### src/rtl/ea_pkg.sv
package ea_pkg;

    localparam int FIELD_W = 6;
    localparam int REG_W   = 4;
    localparam int SIZE_W  = 4;
    localparam int EXT_W   = 3;
    localparam int CLS_W   = 4;

    typedef enum logic [CLS_W-1:0] {
        CLS_REG_DIRECT = 4'd0,
        CLS_IMMEDIATE  = 4'd1,
        CLS_INDIRECT   = 4'd2,
        CLS_POSTINC    = 4'd3,
        CLS_PREDEC     = 4'd4,
        CLS_DISP16     = 4'd5,
        CLS_INDEXED    = 4'd6,
        CLS_ABS_WORD   = 4'd7,
        CLS_ABS_LONG   = 4'd8,
        CLS_PC_DISP    = 4'd9,
        CLS_PC_INDEX   = 4'd10,
        CLS_INVALID    = 4'd15
    } ea_class_e;

    // bit 7 down to bit 0
    typedef struct packed {
        logic pc_rel;
        logic absolute;
        logic indexed;
        logic disp16;
        logic predec;
        logic postinc;
        logic immed;
        logic direct;
    } ea_flags_t;

    typedef struct packed {
        logic [REG_W-1:0] reg_num;
        ea_class_e        cls;
        ea_flags_t        flags;
        logic [EXT_W-1:0] ext_words;
        logic             illegal;
        logic             not_alterable;
    } ea_result_t;

    localparam int NUM_SIZES = 5;
    localparam logic [NUM_SIZES*SIZE_W-1:0] LEGAL_SIZES =
        {4'd12, 4'd8, 4'd4, 4'd2, 4'd1};

    // words of immediate data: one, more past 2, 4 and 8 bytes
    function automatic logic [EXT_W-1:0] imm_words(input logic [SIZE_W-1:0] sz);
        logic [EXT_W-1:0] w;
        w = '0;
        if (sz > 4'd0) w = w + 3'd1;
        if (sz > 4'd2) w = w + 3'd1;
        if (sz > 4'd4) w = w + 3'd2;
        if (sz > 4'd8) w = w + 3'd2;
        return w;
    endfunction

    function automatic ea_flags_t flags_of(input ea_class_e c);
        ea_flags_t f;
        f = '0;
        unique case (c)
            CLS_REG_DIRECT: f.direct   = 1'b1;
            CLS_IMMEDIATE:  f.immed    = 1'b1;
            CLS_POSTINC:    f.postinc  = 1'b1;
            CLS_PREDEC:     f.predec   = 1'b1;
            CLS_DISP16:     f.disp16   = 1'b1;
            CLS_INDEXED:    f.indexed  = 1'b1;
            CLS_ABS_WORD,
            CLS_ABS_LONG:   f.absolute = 1'b1;
            CLS_PC_DISP: begin
                f.pc_rel = 1'b1;
                f.disp16 = 1'b1;
            end
            CLS_PC_INDEX: begin
                f.pc_rel  = 1'b1;
                f.indexed = 1'b1;
            end
            default: f = '0;
        endcase
        return f;
    endfunction

endpackage

### src/rtl/ea_mode_classify.sv
module ea_mode_classify
    import ea_pkg::*;
#(
    parameter int FW = FIELD_W,
    parameter int RW = REG_W
) (
    input  logic [FW-1:0] field,
    output ea_class_e     cls,
    output logic [RW-1:0] reg_num,
    output logic          bad_mode
);
    localparam int SUB_W = FW / 2;

    logic [SUB_W-1:0] mode;
    logic [SUB_W-1:0] sub;

    assign mode = field[FW-1:SUB_W];
    assign sub  = field[SUB_W-1:0];

    always_comb begin
        if (mode[SUB_W-1:1] == '0) begin
            reg_num = field[RW-1:0];
        end else begin
            reg_num = {1'b1, sub};
        end
    end

    always_comb begin
        bad_mode = 1'b0;
        cls      = CLS_INVALID;
        unique case (mode)
            3'd0, 3'd1: cls = CLS_REG_DIRECT;
            3'd2:       cls = CLS_INDIRECT;
            3'd3:       cls = CLS_POSTINC;
            3'd4:       cls = CLS_PREDEC;
            3'd5:       cls = CLS_DISP16;
            3'd6:       cls = CLS_INDEXED;
            default: begin
                unique case (sub)
                    3'd0:    cls = CLS_ABS_WORD;
                    3'd1:    cls = CLS_ABS_LONG;
                    3'd2:    cls = CLS_PC_DISP;
                    3'd3:    cls = CLS_PC_INDEX;
                    3'd4:    cls = CLS_IMMEDIATE;
                    default: begin
                        cls      = CLS_INVALID;
                        bad_mode = 1'b1;
                    end
                endcase
            end
        endcase
    end

endmodule

### src/rtl/ea_size_check.sv
module ea_size_check
    import ea_pkg::*;
#(
    parameter int SW = SIZE_W,
    parameter int N  = NUM_SIZES,
    parameter logic [N*SW-1:0] SIZES = LEGAL_SIZES
) (
    input  logic [SW-1:0] size_bytes,
    output logic          size_ok
);
    logic [N-1:0] hit;

    for (genvar i = 0; i < N; i++) begin : g_cmp
        assign hit[i] = (size_bytes == SIZES[i*SW +: SW]);
    end

    assign size_ok = |hit;

endmodule

### src/rtl/ea_ext_count.sv
module ea_ext_count
    import ea_pkg::*;
#(
    parameter int SW = SIZE_W,
    parameter int EW = EXT_W
) (
    input  ea_class_e     cls,
    input  logic [SW-1:0] size_bytes,
    output logic [EW-1:0] ext_words
);
    always_comb begin
        unique case (cls)
            CLS_IMMEDIATE:  ext_words = imm_words(size_bytes);
            CLS_ABS_LONG:   ext_words = EW'(2);
            CLS_ABS_WORD,
            CLS_DISP16,
            CLS_PC_DISP,
            CLS_INDEXED,
            CLS_PC_INDEX:   ext_words = EW'(1);
            default:        ext_words = '0;
        endcase
    end

endmodule

### src/rtl/ea_mode_decoder.sv
module ea_mode_decoder
    import ea_pkg::*;
(
    input  logic                 clk,
    input  logic                 rst,
    input  logic                 in_valid,
    input  logic [FIELD_W-1:0]   modereg,
    input  logic [SIZE_W-1:0]    size_bytes,
    output logic                 out_valid,
    output logic [REG_W-1:0]     reg_num,
    output logic [CLS_W-1:0]     mode_class,
    output logic [7:0]           flags,
    output logic [EXT_W-1:0]     ext_words,
    output logic                 illegal,
    output logic                 not_alterable
);
    ea_class_e        cls_raw;
    logic [REG_W-1:0] reg_raw;
    logic             bad_mode;
    logic             size_ok;
    logic [EXT_W-1:0] ext_raw;
    ea_result_t       res_d;
    ea_result_t       res_q;
    logic             vld_q;

    ea_mode_classify u_classify (
        .field    (modereg),
        .cls      (cls_raw),
        .reg_num  (reg_raw),
        .bad_mode (bad_mode)
    );

    ea_size_check u_size (
        .size_bytes (size_bytes),
        .size_ok    (size_ok)
    );

    ea_ext_count u_ext (
        .cls        (cls_raw),
        .size_bytes (size_bytes),
        .ext_words  (ext_raw)
    );

    always_comb begin
        res_d.reg_num = reg_raw;
        res_d.illegal = bad_mode | ~size_ok;
        if (res_d.illegal) begin
            res_d.cls           = CLS_INVALID;
            res_d.flags         = '0;
            res_d.ext_words     = '0;
            res_d.not_alterable = 1'b0;
        end else begin
            res_d.cls           = cls_raw;
            res_d.flags         = flags_of(cls_raw);
            res_d.ext_words     = ext_raw;
            res_d.not_alterable = (cls_raw == CLS_IMMEDIATE) |
                                  (cls_raw == CLS_PC_DISP)   |
                                  (cls_raw == CLS_PC_INDEX);
        end
    end

    always_ff @(posedge clk) begin
        if (rst) begin
            vld_q <= 1'b0;
            res_q <= '0;
        end else begin
            vld_q <= in_valid;
            if (in_valid) begin
                res_q <= res_d;
            end
        end
    end

    assign out_valid     = vld_q;
    assign reg_num       = res_q.reg_num;
    assign mode_class    = res_q.cls;
    assign flags         = res_q.flags;
    assign ext_words     = res_q.ext_words;
    assign illegal       = res_q.illegal;
    assign not_alterable = res_q.not_alterable;

endmodule

### config.mk
export PLATFORM = sky130hd
export DESIGN_NAME = ea_mode_decoder
export DESIGN_NICKNAME = d
export VERILOG_FILES = /design/src/rtl/ea_pkg.sv /design/src/rtl/ea_mode_classify.sv /design/src/rtl/ea_size_check.sv /design/src/rtl/ea_ext_count.sv /design/src/rtl/ea_mode_decoder.sv
export SDC_FILE = /design/constraint.sdc
export NUM_CORES = 1
export LEC_CHECK = 0
export ABC_AREA = 0
export BUFFER_PORTS_ARGS = -buffer_cell sky130_fd_sc_hd__buf_2
export CAP_MARGIN = 10
export CORE_MARGIN = 2
export CORE_UTILIZATION = 50
export CTS_BUF_LIST = sky130_fd_sc_hd__clkbuf_8 sky130_fd_sc_hd__clkbuf_16
export DETAILED_ROUTE_END_ITERATION = 12
export HOLD_SLACK_MARGIN = 0.05
export PLACE_DENSITY = 0.81
export SLEW_MARGIN = 20
export SYNTH_ARGS = -nofsm -noshare
export SYNTH_HDL_FRONTEND = slang
export SYNTH_SLANG_ARGS = --single-unit
### constraint.sdc
create_clock -name clk -period 2.6 [get_ports clk]
set_clock_uncertainty 0.05 [all_clocks]
set_input_delay 0.65 -clock clk [delete_from_list [all_inputs] [get_ports clk]]
set_output_delay 0.65 -clock clk [all_outputs]
set_load 0.01 [all_outputs]
==> run metrics, run 1 <==
DP HPWL 2030 um; Layout area overhead 16.5%; Starting Density 0.529; Worst-Margin Slew 0.409 ns; Post-Layout Cell Count 190; number of DRC markers in iteration 0 45; unrepaired setup endpoints after global routing no; Die Wd 52.6 um; GRT Total Usage 0.237; routed via count 1109; CTS Buf Count 3; register area share after synthesis 0.372; root buffer cell clkbuf_8; CTS tree yes; Yosys cell types 49; Worst R2R Path Depth 2; clock-pin transition on the worst setup and hold timing paths 0.08 ns; Mapped Nets 149; Row Count 17; Hold/Removal Path Class reg -> reg; initial antenna violation count 0; Final #Nets 179; CTS Buffer Depth 2; Synth top area share 0.372; vias in the first global route 1100; synthesized flop and latch total 22; H-tree levels 1; Power per Cell Area 582 mW/mm2; Worst EP required 2.76 ns; latest clock arrival within the worst-skew pair 0.26 ns; gr ovfl total 0; Worst Path Arrival 2.47 ns; top cells by area, synth dfxtp_1, nor2_1, clkbuf_8; Hold Path Depth 2; final hold vios 0; Port Buffer Count 34; Synth Flop Type dfxtp_1; WHS Endpoint flags[7]; area of the mapped netlist 0.00118 mm2; asr flop ratio synth 0; largest net degree at the start of global routing 24; # diodes 0; I/O pin count 35; layout cells sized above 1 0.296; Post-Syn Area per Cell 8.89 um2; gpl congestion 0.777; final wirelength 2840 um; crit path launch type input pin; min Tclk post-route 2.32 ns; critical path peak fanout 5; Post-Synthesis Cells 133; run status complete, no violations; die span in y 52.6 um; total core area 0.00223 mm2; Avg WL per Cell 14.9 um; fmax 0.431 GHz; final period utilization 0.892; slew margin rel. 0.723; Setup Fix Bufs, Post-CTS 0; Setup TNS 0 ns; peak supply drop 0.353 mV; R2R setup slack 1.81 ns; Crit. End Element flip-flop; YS warnings 0; post-route ant nets 0; Leakage 0.612 nW; Die ar. 0.00277 mm2; Placed Instances 186; Hold Buf Count CTS 0; DRC errors left 0; first-pass GRT wire length 4800 um; worst hold slack 0.422 ns; fin. max-slew vios 0; Sink Count 22; Hold Path Origin flags[7]; iteration count of the initial detailed-routing pass 4; reg2reg end flags[5]; crit path kind in -> reg; Post-synth EDFFs 0; # Max-Cap Violations 0; Via density 5.84; Post-CTS Resized 0; Setup-failing EPs final 0; leading area contributor after synthesis dfxtp_1; R2R Path Start flags[5]
layout by cell type (no fill, tap or decap), types with 3 or more instances in the layout:
cell type / n
o211ai_1: 3
nor2_1: 15
a211oi_1: 3
ha_1: 3
a21oi_1: 8
buf_2: 34
inv_1: 8
clkbuf_8: 3
nand2_1: 9
nand3_1: 4
dfxtp_1: 22
mux2i_1: 3
flip-flops by register name, indices dropped and copies added, names as in the netlist:
signal,count
reg_num,4
mode_class,4
flags,8
out_valid,1
illegal,1
ext_words,3
not_alterable,1
per-layer routing:
layer	wire length [um]	up-vias	GRT usage	share of wire
met4	62	0	0.128	0.022
met2	1390	45	0.394	0.49
met3	203	9	0.0600	0.072
met5	0	-	0	0
met1	1180	512	0.275	0.42
li1	-	543	-	-
critical path, stage by stage:
cell     delay, ns
buf_2         0.13
or2_2         0.30
or3_1         0.33
ha_1          0.23
ha_1          0.30
xor2_1        0.16
o31ai_1       0.21
a22o_1        0.17
worst max path at each step:
stage                              from           end  slack (ns)  depth (start not counted)
final                     size_bytes[0]  ext_words[1]        0.28                          8
after global routing      size_bytes[0]  ext_words[1]        0.18                          8
after CTS                 size_bytes[0]  ext_words[1]        0.29                          8
after detailed placement  size_bytes[0]  ext_words[1]        0.02                          8
after global placement    size_bytes[0]  ext_words[1]        0.08                          8
after floorplan           size_bytes[0]  ext_words[1]        0.25                          7
through the flow:
stage                      util  instance area, um2  worst slack [ns]  power, mW
after global placement    0.585                1310            0.0830      0.484
after detailed placement  0.585                1310            0.0152      0.489
after CTS                 0.617                1380             0.287      0.803
after global routing      0.617                1380             0.176      0.833
final                     0.617                1380             0.282      0.802
after floorplan               -                1180             0.245      0.454
cell usage after synthesis, drive strengths merged, types with 2 or more instances:
library cell and instances:
dfxtp 22, nor2 15, nand2 9, a21oi 8, inv 8, buf 5, a211oi 4, clkbuf 4
nand3 4, o21ai 4, and2 3, ha 3, mux2i 3, o211ai 3, a22o 2, nand2b 2
nand4 2, nor3 2, o31ai 2, o41ai 2, or2 2, or3 2, xor2 2
cell type report:
class | count | area, um2
clock buffer | 3 | 41.3
clock inverter | 1 | 30.0
fill | 205 | 856
inverter | 9 | 33.8
multi-input combinational | 93 | 627
sequential | 22 | 440
tap | 28 | 35.0
timing repair buffer | 34 | 170
logic make-up after synthesis:
| group | synth area share |
|---|---|
| AO/OA/AOI/OAI | 0.251 |
| flip-flops | 0.372 |
| XOR/XNOR | 0.0222 |
| buffers and inverters | 0.0973 |
| adder cells (fa/ha/maj) | 0.0317 |
| AND/OR/NAND/NOR | 0.190 |
| multiplexers | 0.0349 |
where the power goes:
part	internal, mW	switching (mW)	leakage, nW
Clock	0.206	0.113	0.0357
Combinational	0.0494	0.0791	0.397
Sequential	0.350	0.00540	0.180
Power figures use the tool's default switching activity.
==> inputs of run 2 (changes only) <==
BUFFER_PORTS_ARGS = unset   (was -buffer_cell sky130_fd_sc_hd__buf_2)
CORE_UTILIZATION = 55   (was 50)
DONT_BUFFER_PORTS = 1   (was unset)
PLACE_DENSITY = 0.73   (was 0.81)
==> run 2 against run 1 <==
Global-route usage fell by 2.6 points. Clock power is 22% lower. Die area shrank 8.4%. Via count fell by 12%. Core utilization fell by 2.2 points. Cell count decreased by 18%.
==> run metrics, run 2 (synthesis results as in run 1) <==
run status complete, no violations (unchanged); Avg WL per Cell 16.4 um (was 14.9 um); Power per Cell Area 576 mW/mm2 (was 582 mW/mm2); gpl congestion 0.800 (was 0.777); most used cell, CP ha_1 (unchanged); slew margin rel. 0.726 (was 0.723); Leakage 0.443 nW (was 0.612 nW); largest net degree at the start of global routing 24 (unchanged); CP max stage cell or3_1 (unchanged); initial antenna violation count 0 (unchanged); Hold Buf Count CTS 0 (unchanged); area occupied by multi-input gates 627 um2 (unchanged); fmax 0.461 GHz (was 0.431 GHz); register area 440 um2 (unchanged); total core area 0.00200 mm2 (was 0.00223 mm2); Setup TNS 0 ns (unchanged); CTS tree yes (unchanged); min Tclk post-route 2.17 ns (was 2.32 ns); number of DRC markers in iteration 0 23 (was 45); clock-pin transition on the worst setup and hold timing paths 0.08 ns (about the same); Crit path buffers/inverters 0 (was 1); Post-CTS Resized 0 (unchanged); DP HPWL 1840 um (was 2030 um); largest delay contributor family on the critical path simple AND/OR/NAND/NOR gates (unchanged); Cell Chain, Critical Path or2_2, or3_1, ha_1, ha_1, xor2_1, o31ai_1, a22o_1 (was buf_2, or2_2, or3_1, ha_1, ha_1, xor2_1, o31ai_1, a22o_1); Final #Nets 145 (was 179); fin. max-slew vios 0 (unchanged); iteration count of the initial detailed-routing pass 4 (unchanged); GRT Total Usage 0.211 (was 0.237); post-layout util 0.594 (was 0.617); die span in y 50.4 um (was 52.6 um); Final Power 0.685 mW (was 0.802 mW); Starting Density 0.591 (was 0.529); post-route ant nets 0 (unchanged); unrepaired setup endpoints after global routing no (unchanged); Sink Count 22 (unchanged); dpl ws 0.163 ns (was 0.0152 ns); Row Count 16 (was 17); first-pass GRT wire length 4060 um (was 4800 um); # diodes 0 (unchanged); Worst EP required 2.76 ns (about the same); Hold/Removal Path Class in -> reg (was reg -> reg); layout cells sized above 1 0.109 (was 0.296); final period utilization 0.834 (was 0.892); worst hold slack 0.390 ns (was 0.422 ns); Die ar. 0.00254 mm2 (was 0.00277 mm2); critical path peak fanout 5 (unchanged); crit path kind in -> reg (unchanged); DRC errors left 0 (unchanged); commonest non-fill, non-tap cell in the layout dfxtp_1 (was buf_2); crit path launch type input pin (unchanged); Crit. End Element flip-flop (unchanged); vias in the first global route 875 (was 1100); final hold vios 0 (unchanged); routed via count 975 (was 1109); max incr delay on CP 0.31 ns (was 0.33 ns); final worst slack 0.433 ns (was 0.282 ns); I/O pin count 35 (unchanged); final wirelength 2550 um (was 2840 um); Worst Path Arrival 2.32 ns (was 2.47 ns); Die Wd 50.4 um (was 52.6 um); Layout area overhead 0.635% (was 16.5%); Setup-failing EPs final 0 (unchanged); Worst-Margin Slew 0.405 ns (was 0.409 ns); root buffer cell clkbuf_8 (unchanged); H-tree levels 1 (unchanged); max FFs per register 8 (unchanged); Via density 6.29 (was 5.84); peak supply drop 0.304 mV (was 0.353 mV); Port Buffer Count 0 (was 34); FILL cells 183 (was 205); Setup Fix Bufs, Post-CTS 0 (unchanged); most frequent cells in the layout dfxtp_1, nor2_1, nand2_1 (was buf_2, dfxtp_1, nor2_1); CTS Buffer Depth 2 (unchanged); latest clock arrival within the worst-skew pair 0.26 ns (about the same); CTS Buf Count 3 (unchanged); # Max-Cap Violations 0 (unchanged); gr ovfl total 0 (unchanged)
## run 2: changes by cell type in the layout (fill, tap and decap cells not counted)
| cell | previous run | this run |
|---|---|---|
| buf_2 | 34 | 0 |
| clkbuf_8 | 3 | 4 |
| bufinv_16 | 1 | 0 |
## run 2: layer usage
layer / part of all wire / up-vias / track usage
li1: - / 473 / -
met1: 0.44 / 464 / 0.264
met2: 0.48 / 32 / 0.349
met3: 0.069 / 6 / 0.0506
met4: 0.012 / 0 / 0.0811
met5: 0 / - / 0
## run 2: worst register-to-register path: stages (launching register included)
cell and delay [ns]:
dfxtp_1 0.38, inv_1 0.06, o32ai_1 0.24
## run 2: where the power goes
| part | total (mW) | internal [mW] | leakage (nW) | switching, mW |
|---|---|---|---|---|
| combinational | 0.0740 | 0.0356 | 0.235 | 0.0384 |
| sequential | 0.364 | 0.350 | 0.180 | 0.0138 |
| clock | 0.248 | 0.135 | 0.0288 | 0.112 |
## run 2: final cells by class
class | count | area share
Clock buffer | 4 | 0.0463
Inverter | 9 | 0.0284
Multi-Input combinational cell | 93 | 0.527
Sequential cell | 22 | 0.370
Tap cell | 27 | 0.0284
## run 2: metrics by stage
stage,cells,instance area (um2)
finish,155,1190
global route,155,1190
CTS,155,1190
detailed placement,151,1130
global placement,151,1130
floorplan,133,1180
## run 2: path summary, 6_finish.rpt
kind	from	endpoint	slack (ns)	depth (start not counted)
worst min register to register	flags[0]	flags[0]	0.46	2
worst min-delay path	rst	out_valid	0.39	1
worst max register to register	flags[5]	flags[5]	1.79	2
worst max-delay path	size_bytes[0]	ext_words[1]	0.43	7
